### config.mk
export PLATFORM = sky130hd
export DESIGN_NAME = conv_trig_sel
export DESIGN_NICKNAME = d
export VERILOG_FILES = /design/src/rtl/cts_pkg.sv /design/src/rtl/cts_sync.sv /design/src/rtl/cts_mux.sv /design/src/rtl/cts_edge.sv /design/src/rtl/conv_trig_sel.sv
export SDC_FILE = /design/constraint.sdc
export NUM_CORES = 1
export LEC_CHECK = 0
export BUFFER_PORTS_ARGS = -buffer_cell sky130_fd_sc_hd__buf_4
export CELL_PAD_IN_SITES_DETAIL_PLACEMENT = 2
export CELL_PAD_IN_SITES_GLOBAL_PLACEMENT = 2
export CORE_AREA = 2 2 46 48
export CTS_CLUSTER_DIAMETER = 60
export DETAILED_ROUTE_END_ITERATION = 16
export DIE_AREA = 0 0 48 50
export GPL_TIMING_DRIVEN = 0
export PLACE_DENSITY_LB_ADDON = 0.1
export SETUP_SLACK_MARGIN = 0.05
export SLEW_MARGIN = 20
export SYNTH_ARGS = -nofsm -noshare
export SYNTH_HDL_FRONTEND = slang
export SYNTH_SLANG_ARGS = --single-unit
### constraint.sdc
create_clock -name clk -period 1.5 [get_ports clk]
set_clock_uncertainty 0.2 [all_clocks]
set_input_delay 0.3 -clock clk [delete_from_list [all_inputs] [get_ports clk]]
set_output_delay 0.3 -clock clk [all_outputs]
set_load 0.01 [all_outputs]
### src/rtl/cts_pkg.sv
package cts_pkg;
  localparam int unsigned SEL_W = 3;

  // Positions of the non-timer sources after the timer lines
  localparam int unsigned PWM_OFS = 0;
  localparam int unsigned EXT_OFS = 1;

  typedef struct packed {
    logic             en;
    logic [SEL_W-1:0] sel;
  } trig_cfg_t;
endpackage

### src/rtl/cts_sync.sv
module cts_sync #(
  parameter int unsigned W      = 5,
  parameter int unsigned STAGES = 2
) (
  input  logic         clk,
  input  logic         rst_n,
  input  logic [W-1:0] async_i,
  output logic [W-1:0] sync_o
);
  logic [W-1:0] stg [STAGES];

  generate
    for (genvar s = 0; s < STAGES; s++) begin : g_stage
      if (s == 0) begin : g_first
        always_ff @(posedge clk or negedge rst_n) begin
          if (!rst_n) stg[0] <= '0;
          else        stg[0] <= async_i;
        end
      end else begin : g_next
        always_ff @(posedge clk or negedge rst_n) begin
          if (!rst_n) stg[s] <= '0;
          else        stg[s] <= stg[s-1];
        end
      end
    end
  endgenerate

  assign sync_o = stg[STAGES-1];

  // an output bit may rise only if the stage before it was high one cycle earlier
  sync_order_chk: assert property (@(posedge clk) disable iff (!rst_n)
    ((sync_o & ~$past(sync_o)) & ~$past(stg[STAGES-2])) == '0);
endmodule

### src/rtl/cts_mux.sv
module cts_mux
  import cts_pkg::*;
#(
  parameter int unsigned NUM_SRC = 5
) (
  input  logic [NUM_SRC-1:0] lines_i,
  input  trig_cfg_t          cfg_i,
  output logic               lvl_o
);
  always_comb begin
    lvl_o = 1'b0;
    for (int i = 0; i < NUM_SRC; i++) begin
      if (cfg_i.en && (cfg_i.sel == SEL_W'(i))) lvl_o = lines_i[i];
    end
  end
endmodule

### src/rtl/cts_edge.sv
module cts_edge
  import cts_pkg::*;
(
  input  logic      clk,
  input  logic      rst_n,
  input  logic      lvl_i,
  input  trig_cfg_t cfg_i,
  output logic      edge_o
);
  logic      prev_q;
  trig_cfg_t cfg_q;
  logic      cfg_chg;

  always_ff @(posedge clk or negedge rst_n) begin
    if (!rst_n) begin
      prev_q <= 1'b0;
      cfg_q  <= '0;
    end else begin
      prev_q <= lvl_i;
      cfg_q  <= cfg_i;
    end
  end

  assign cfg_chg = (cfg_i != cfg_q);
  assign edge_o  = lvl_i & ~prev_q & ~cfg_chg;


  edge_width_chk: assert property (@(posedge clk) disable iff (!rst_n)
    edge_o |=> !edge_o);


  cfg_quiet_chk: assert property (@(posedge clk) disable iff (!rst_n)
    (cfg_i != $past(cfg_i)) |-> !edge_o);
endmodule

### src/rtl/conv_trig_sel.sv
module conv_trig_sel
  import cts_pkg::*;
#(
  parameter int unsigned NUM_TMR     = 3,
  parameter int unsigned SYNC_STAGES = 2
) (
  input  logic               clk,
  input  logic               rst_n,
  input  logic               sw_start,
  input  logic               trig_en,
  input  logic [SEL_W-1:0]   trig_sel,
  input  logic [NUM_TMR-1:0] tmr_evt,
  input  logic               pwm_evt,
  input  logic               ext_evt,
  input  logic               busy,
  input  logic               ovr_clr,
  output logic               start_pulse,
  output logic               overrun
);
  localparam int unsigned NUM_SRC = NUM_TMR + 2;

  logic [NUM_SRC-1:0] raw_lines;
  logic [NUM_SRC-1:0] sync_lines;
  trig_cfg_t          cfg;
  logic               sel_lvl;
  logic               hw_edge;
  logic               req;

  assign raw_lines[NUM_TMR-1:0]     = tmr_evt;
  assign raw_lines[NUM_TMR+PWM_OFS] = pwm_evt;
  assign raw_lines[NUM_TMR+EXT_OFS] = ext_evt;
  assign cfg.en  = trig_en;
  assign cfg.sel = trig_sel;

  cts_sync #(.W(NUM_SRC), .STAGES(SYNC_STAGES)) u_sync (
    .clk     (clk),
    .rst_n   (rst_n),
    .async_i (raw_lines),
    .sync_o  (sync_lines)
  );

  cts_mux #(.NUM_SRC(NUM_SRC)) u_mux (
    .lines_i (sync_lines),
    .cfg_i   (cfg),
    .lvl_o   (sel_lvl)
  );

  cts_edge u_edge (
    .clk    (clk),
    .rst_n  (rst_n),
    .lvl_i  (sel_lvl),
    .cfg_i  (cfg),
    .edge_o (hw_edge)
  );

  assign req = hw_edge | sw_start;

  always_ff @(posedge clk or negedge rst_n) begin
    if (!rst_n) begin
      start_pulse <= 1'b0;
      overrun     <= 1'b0;
    end else begin
      start_pulse <= req & ~busy;
      if (req && busy)  overrun <= 1'b1;
      else if (ovr_clr) overrun <= 1'b0;
    end
  end


  busy_block_chk: assert property (@(posedge clk) disable iff (!rst_n)
    start_pulse |-> !$past(busy));


  ovr_sticky_chk: assert property (@(posedge clk) disable iff (!rst_n)
    (overrun && !ovr_clr) |=> overrun);


  ovr_clear_chk: assert property (@(posedge clk) disable iff (!rst_n)
    (ovr_clr && !(req && busy)) |=> !overrun);


  hw_gate_chk: assert property (@(posedge clk) disable iff (!rst_n)
    (!trig_en && !sw_start) |=> !start_pulse);
endmodule

### Word level (Yosys, flattened, before mapping)

Cells that the tools add are included.

| cells by class | value |
|---|---|
| bitwise logic cells | 7 |
| reduce and logical (&&, ||, !) cells | 8 |
| mux-type cells | 7 |
| equality and inequality tests | 5 |

Operators with widths:

| operator | count |
|---|---|
| $mux W1 | 7 |
| $eq A3 B2 Y1 const B | 2 |
| $logic_and A1 B1 Y1 | 6 |
| $ne A4 B4 Y1 | 1 |
| $and A1 B1 Y1 | 3 |
| $eq A3 B1 Y1 const B | 1 |
| $eq A3 B3 Y1 const B | 1 |
| $logic_not A3 Y1 | 1 |
| $not A1 Y1 | 3 |
| $reduce_bool A2 Y1 | 1 |
| $or A1 B1 Y1 | 1 |

| word-level totals | value |
|---|---|
| input port bits | 14 |
| output and inout bits | 2 |
| word-level logic and storage cells | 34 |
| register bits | 17 |

### Depth between registers and ports, before layout

Gate-level depths: netlist of the first run.

| logic depth | value |
|---|---|
| depth in word-level cells | 12 |
| depth in mapped cells | 4 |
| depth with buffers taken out | 4 |

### By module

A second synthesis of the first run with hierarchy kept.

| second synthesis, totals | value |
|---|---|
| cells, all modules | 37 |
| area total of the unflattened synthesis | 588.1 um^2 |

Modules (own cells, without submodules):

| module | cells each | seq. area each (um^2) | instances | area each (um^2) |
|---|---|---|---|---|
| cts_sync | 15 | 250.2 | 1 | 287.8 |
| cts_edge | 11 | 125.1 | 1 | 180.2 |
| conv_trig_sel | 7 | 50.0 | 1 | 71.3 |
| cts_mux | 4 | 0.0 | 1 | 48.8 |

### Worst setup path after synthesis of the first run

No wires, ideal clock.

| timing path | value |
|---|---|
| path kind | register to register |
| start | register u_edge.cfg_q[3] in the netlist's numbering |
| end | register overrun |
| arrival | 1.125 ns |
| period minus slack after synthesis | 1.401 ns |
| setup time | 0.076 ns |
| cell stages (with the launch flop) | 5 |
| path slack | 0.099 ns |
| path buffers | 0 |
| cells stage by stage | dfrtp_1 > xnor2_1 > nand3_1 > or4b_1 > o21ai_1 |

| on the way | value |
|---|---|
| word-level cells in the longest chain between the ends | 6 |
| elaborated cells on any way between the ends | 7 |
| those cells by class | eq/ne: 1; mux: 1; bitwise: 3; reduce/logical: 2 |

RTL lines:

| element | RTL line | RTL |
|---|---|---|
| start, declared | cts_edge.sv:11 | `trig_cfg_t cfg_q;` |
| start signal, assigned | cts_edge.sv:20 | `cfg_q <= cfg_i;` |
| $ne A4 B4 Y1 * | cts_edge.sv:24 | `assign cfg_chg = (cfg_i != cfg_q);` |
| $not A1 Y1 * | cts_edge.sv:25 | `assign edge_o = lvl_i & ~prev_q & ~cfg_chg;` |
| $and A1 B1 Y1 * | cts_edge.sv:25 |  |
| $or A1 B1 Y1 * | conv_trig_sel.sv:56 | `assign req = hw_edge \| sw_start;` |
| $logic_and A1 B1 Y1 * | conv_trig_sel.sv:64 | `if (req && busy) overrun <= 1'b1;` |
| $mux W1 or $reduce_bool A2 Y1 (tied branches) | - |  |
| end signal, assigned | conv_trig_sel.sv:61 | `overrun <= 1'b0;` |
| end signal, assigned | conv_trig_sel.sv:64 |  |
| end signal, assigned | conv_trig_sel.sv:65 | `else if (ovr_clr) overrun <= 1'b0;` |
| end, declared | conv_trig_sel.sv:18 | `output logic overrun` |

Mark *: on every way between the ends. The rest lies on a longest branch, timed or not.
A chain may end at the register's enable or synchronous reset.

### Final worst setup path of the first run

| timing path | value |
|---|---|
| start | register u_edge.cfg_q[0] in the netlist's numbering |
| end | register overrun |

Same word-level chain as after synthesis.

==> results of run 1 <==
-- power breakdown --
group          internal, uW  total, uW  switching, uW
sequential              483        492           9.30
combinational          62.7        105           41.9
clock                  98.8        234            135
-- area by class of cell --
cell class	instances	area, um^2	area share [%]
Sequential cell	17	425	50.0
Inverter	3	11.3	1.32
Clock buffer	3	22.5	2.65
Tap cell	27	33.8	3.97
Clock inverter	1	5.00	0.588
Timing Repair Buffer	25	213	25.0
Multi-Input combinational cell	17	140	16.5
-- state kept, by name (all words and copies together), names as in the netlist --
name,flops
u_edge.cfg_q,4
start_pulse,1
overrun,1
u_sync.sync_o,5
u_edge.prev_q,1
u_sync.stg,5
-- Yosys cell counts --
cell type / n / area (um^2)
or4_1: 1 / 7.51
mux2_1: 1 / 11.3
o22ai_1: 1 / 6.26
nand3_1: 1 / 5.00
xor2_1: 1 / 8.76
or4b_1: 1 / 10.0
o31a_1: 1 / 8.76
a22oi_1: 1 / 7.51
o21ai_1: 2 / 10.0
dfrtp_1: 17 / 425
a21oi_1: 1 / 5.00
xnor2_1: 3 / 26.3
inv_1: 3 / 11.3
mux2i_1: 1 / 10.0
nor2_1: 1 / 3.75
nand2b_2: 1 / 8.76
-- per-stage QoR --
stage	total power (uW)	setup slack, ps	TNS (ps)	util, %	instances
4_1_cts	848	-54.1	-79.6	43.6	92
5_1_grt	883	-86.2	-163	44.7	93
6_report	831	-35.0	-58.2	44.7	93
3_5_place_dp	584	-105	-241	37.4	79
3_3_place_gp	577	-74.1	-137	37.4	79
2_1_floorplan	527	98.6	0	-	37
-- cells by family (layout without fill, tap and decap cells) --
logic type             Yosys count  in the layout  synth area share (%)
buffers and inverters            3             32                  1.99
AND/OR/NAND/NOR                  5              5                  6.19
multiplexers                     2              2                  3.76
AO/OA/AOI/OAI                    6              6                  6.64
XOR/XNOR                         4              4                  6.20
flip-flops                      17             17                  75.2
-- worst paths after layout --
| kind | start | end | slack (ps) | depth (start not counted) |
|---|---|---|---|---|
| setup / recovery | u_edge.cfg_q[0] | overrun | -40 | 4 |
| hold / removal | busy | start_pulse | 20 | 2 |
| setup reg to reg | u_edge.cfg_q[0] | overrun | -40 | 4 |
| hold reg to reg | u_sync.stg[9] | u_sync.sync_o[4] | 160 | 0 |
| max in group asynchronous | rst_n | u_edge.cfg_q[1] | 690 | 2 |
| min in group asynchronous | rst_n | start_pulse | 220 | 2 |
-- what timing repair did --
action / CTS / global route
endpoints found under the setup margin: 2 / 3
gates resized for setup: 0 / 3
pin swaps: 0 / 1
hold buffers: 9 / 1
hold endpoints to repair: 26 / 1
setup buffers: 0 / 0
-- layer usage --
metal  part of all wire (%)  wire (um)  global-route usage (%)  vias to the layer above
met5                      0          0                       0                        -
met4                      0          0                    4.05                        0
met3                    5.8         65                    2.20                        0
met2                     57        635                    21.8                       13
met1                     37        418                    10.6                      207
li1                       -          -                       -                      183
==> flow_summary.toml, run 1 <==
[status]
status = "finished, violations left"
failed_checks = "negative setup slack"

[clock_tree]
clock-root-buffer = "clkbuf_4"
cts_tree = "built"
h-tree-depth = 1
cts_buffer_depth = 2
clk_latency_ps = 280
cts_buffers = 3
clk_pin_slew_ps = 100
cts_sinks = 17

[synth]
ys_warn_count = 0
yosysUniqueCellTypes = 16
synth_seq_cells = 17
yosysSeqAreaShare_pct = 75.2
syn-instance-count = 37
synth.avg_cell_area_um2 = 15.3
syn_nets = 51
syn_area_um2 = 566

[pwr]
powerDensity_nw_per_um2 = 976
p_leak_uw = 0.000393
irDropWorstVdd_mv = 0.530

[global_routing]
grt_max_degree = 18
grt_pass1_vias = 470
gr-total-overflow = 0
antenna_found_initial = 0
grtUsageTotal_pct = 11.2
grt_first_pass_wirelength_um = 1870

[setup_path]
worstSetupPathType = "reg2reg"
cp.required_ps = 1520
crit_chain = "xnor2_1 -> nand3_1 -> or4b_4 -> o21ai_2"
cpMaxStageDelayCell = "or4b_4"
arrival_ps = 1550
endpoint_kind = "flop"
path_delay_family = "simple AND/OR/NAND/NOR gates"
crit_buf_inv = 0
slowest_delay_ps = 500
startpoint_type = "flop"
cp_max_fo = 2

[layout]
area_delta_synth_final_pct = 50.4
drive_above_1_share_pct = 34.8
stdcell_area_um2 = 851
fillCellCount = 195
final_common_cell = "dfrtp_1"
nets = 81
mostFrequentLayoutCells = "dfrtp_1 (17), buf_4 (15), dlygate4sd3_1 (10)"
diodes = 0

[route]
drtIter0Drc = 2
ant_nets = 0
vias_per_cell = 4.33
drt_first_pass_iters = 2
drcViolationCount = 0
vias = 403
drt_wl_total_um = 1120
avgRoutedWirePerCell_um = 12.0

[sta]
timing.hold.ws_ps = 22.2
setup_viol = 2
finalWorstSetupSlack_ps = -35.0
tightest_slew_ps = 213
drv_slew = 0
finalHoldViolCount = 0
relSlewSlack_pct = 85.8
min_period_over_period_pct = 102
rsz0062_at_grt = "true"
fin_crit_ps = 1540
clock.fmax_ghz = 0.651

[hold_path]
hold_path.class = "in2reg"

[floorplanning]
rows = 16
start_util_pct = 29.7
pin_count = 16
dieArea_um2 = 2400
coreArea_um2 = 1900
dieHeight_um = 50
die_w_um = 48

[run]
drv_cap = 0

[placement]
globalplace.congestion = 0.693
portBuffers = 15
dpl_cell_area_um2 = 712
(Power assumes the default switching activity.)
==> run 2: changes to the inputs <==
- BUFFER_PORTS_ARGS: -buffer_cell sky130_fd_sc_hd__buf_4 -> unset
- CORE_AREA: 2 2 46 48 -> 2 2 43 45
- DIE_AREA: 0 0 48 50 -> 0 0 45 47
- DONT_BUFFER_PORTS: unset -> 1
==> flow_summary.toml, run 2 (same netlist as run 1, synthesis figures left out) <==
[status]
status = "finished, violations left"
failed_checks = "negative hold slack, negative setup slack"

[sta]
fin_crit_ps = 1540
setup_viol = 2
clock.fmax_ghz = 0.650
timing.hold.ws_ps = -93.5
finalWorstSetupSlack_ps = -37.5
drv_slew = 0
relSlewSlack_pct = 50.3
finalSetupTns_ps = -64.6
min_period_over_period_pct = 102
tightest_slew_ps = 744
finalHoldViolCount = 1
rsz0062_at_grt = "true"

[pwr]
p_leak_uw = 0.000332
p_seq_share_pct = 62.1
pwr-share-comb_pct = 8.6
internal_power_uw = 628
p_clk_share_pct = 29.3
irDropWorstVdd_mv = 0.575
powerDensity_nw_per_um2 = 1070
switching_share_pct = 21.3
power_switching_uw = 170

[clock_tree]
cts_buffer_depth = 2
holdBufCountCts = 11
cts_sinks = 17
cts_tree = "built"
cts_setup_buffers = 0
h-tree-depth = 1
clock-root-buffer = "clkbuf_4"
clk_pin_slew_ps = 100
clk_latency_ps = 280
cts_buffers = 3

[setup_path]
endpoint_kind = "flop"
slowest_delay_ps = 490
cp.required_ps = 1510
worstSetupPathType = "reg2reg"
cpMaxStageDelayCell = "or4b_1"
arrival_ps = 1550
startpoint_type = "flop"
cp_max_fo = 2
crit_chain = "xnor2_2 -> nand3_1 -> or4b_1 -> o21ai_1"

[layout]
diodes = 0
final_common_cell = "dfrtp_1"
nets = 67
mostFrequentLayoutCells = "dfrtp_1 (17), dlygate4sd3_1 (11), inv_1 (3), clkbuf_4 (3), xnor2_2 (2)"
drive_above_1_share_pct = 15.4
area_delta_synth_final_pct = 32.3

[global_routing]
grt_max_degree = 18
grtUsageTotal_pct = 11.8
grt_pass1_vias = 422
grt_first_pass_wirelength_um = 1700
antenna_found_initial = 0
gr-total-overflow = 0

[placement]
place_hpwl_um = 709
globalplace.congestion = 0.670
portBuffers = 0

[floorplanning]
dieHeight_um = 47
dieArea_um2 = 2120
start_util_pct = 34.2
rows = 15
coreArea_um2 = 1650
die_w_um = 45
pin_count = 16

[run]
drv_cap = 0

[route]
drcViolationCount = 0
drt_first_pass_iters = 2
avgRoutedWirePerCell_um = 14.8
drt_wl_total_um = 1020
ant_nets = 0
vias_per_cell = 4.97
drtIter0Drc = 1
vias = 343

[hold_path]
hold_path.class = "in2reg"
## run 2: layer usage
layer | share of wire (%) | wire length [um] | GRT usage (%)
met1 | 34 | 351 | 11.1
met2 | 59 | 606 | 24.0
met4 | 0 | 0 | 5.29
met5 | 0 | 0 | 0
met3 | 6.1 | 62 | 2.31
## run 2: path summary, 6_finish.rpt
check / startpoint / to / slack, ps / depth (start not counted)
hold / removal: busy / start_pulse / -90 / 1
setup / recovery: u_edge.cfg_q[1] / overrun / -40 / 4
setup reg to reg: u_edge.cfg_q[1] / overrun / -40 / 4
max in group asynchronous: rst_n / u_sync.sync_o[1] / 310 / 1
min in group asynchronous: rst_n / overrun / 320 / 1
hold reg to reg: u_sync.stg[6] / u_sync.sync_o[1] / 160 / 0
## run 2: power groups by stage
stage	Sequential, uW	Combinational (uW)	Clock (uW)
2_1_floorplan	501	26.0	0
3_3_place_gp	502	28.7	0
3_5_place_dp	504	31.8	0
4_1_cts	495	63.9	245
5_1_grt	499	75.9	259
6_report	495	68.4	233
## run 2: stage by stage
stage	setup slack, ps	util (%)	instance area [um^2]	total power, uW	instances
floorplan	98.6	-	566	527	37
global placement	44.8	35.5	587	531	54
detailed placement	-52.5	35.5	587	536	54
CTS	-89.3	43.8	723	804	69
global route	-129	45.3	748	834	69
finish	-37.5	45.3	748	797	69
## run 2: cell type report
class                   instances  area [um^2]
clock buffers                   4         26.3
repair buffers                 11          110
fillers                       162          903
inverters                       3         11.3
multi-input cells              17          154
well taps                      17         21.3
flip-flops and latches         17          425
## run 2: worst max-delay path: cells and delay by family, from the launching register on
kind             cells  cell delay (ps)
XOR/XNOR             1              130
AND/OR/NAND/NOR      2              600
AO/OA/AOI/OAI        1              140
flip-flops           1              400
## run 2: what timing repair did
item / in CTS / in global routing
gates resized for setup: 0 / 4
endpoints found under the hold margin: 28 / 1
setup endpoints to repair: 2 / 3
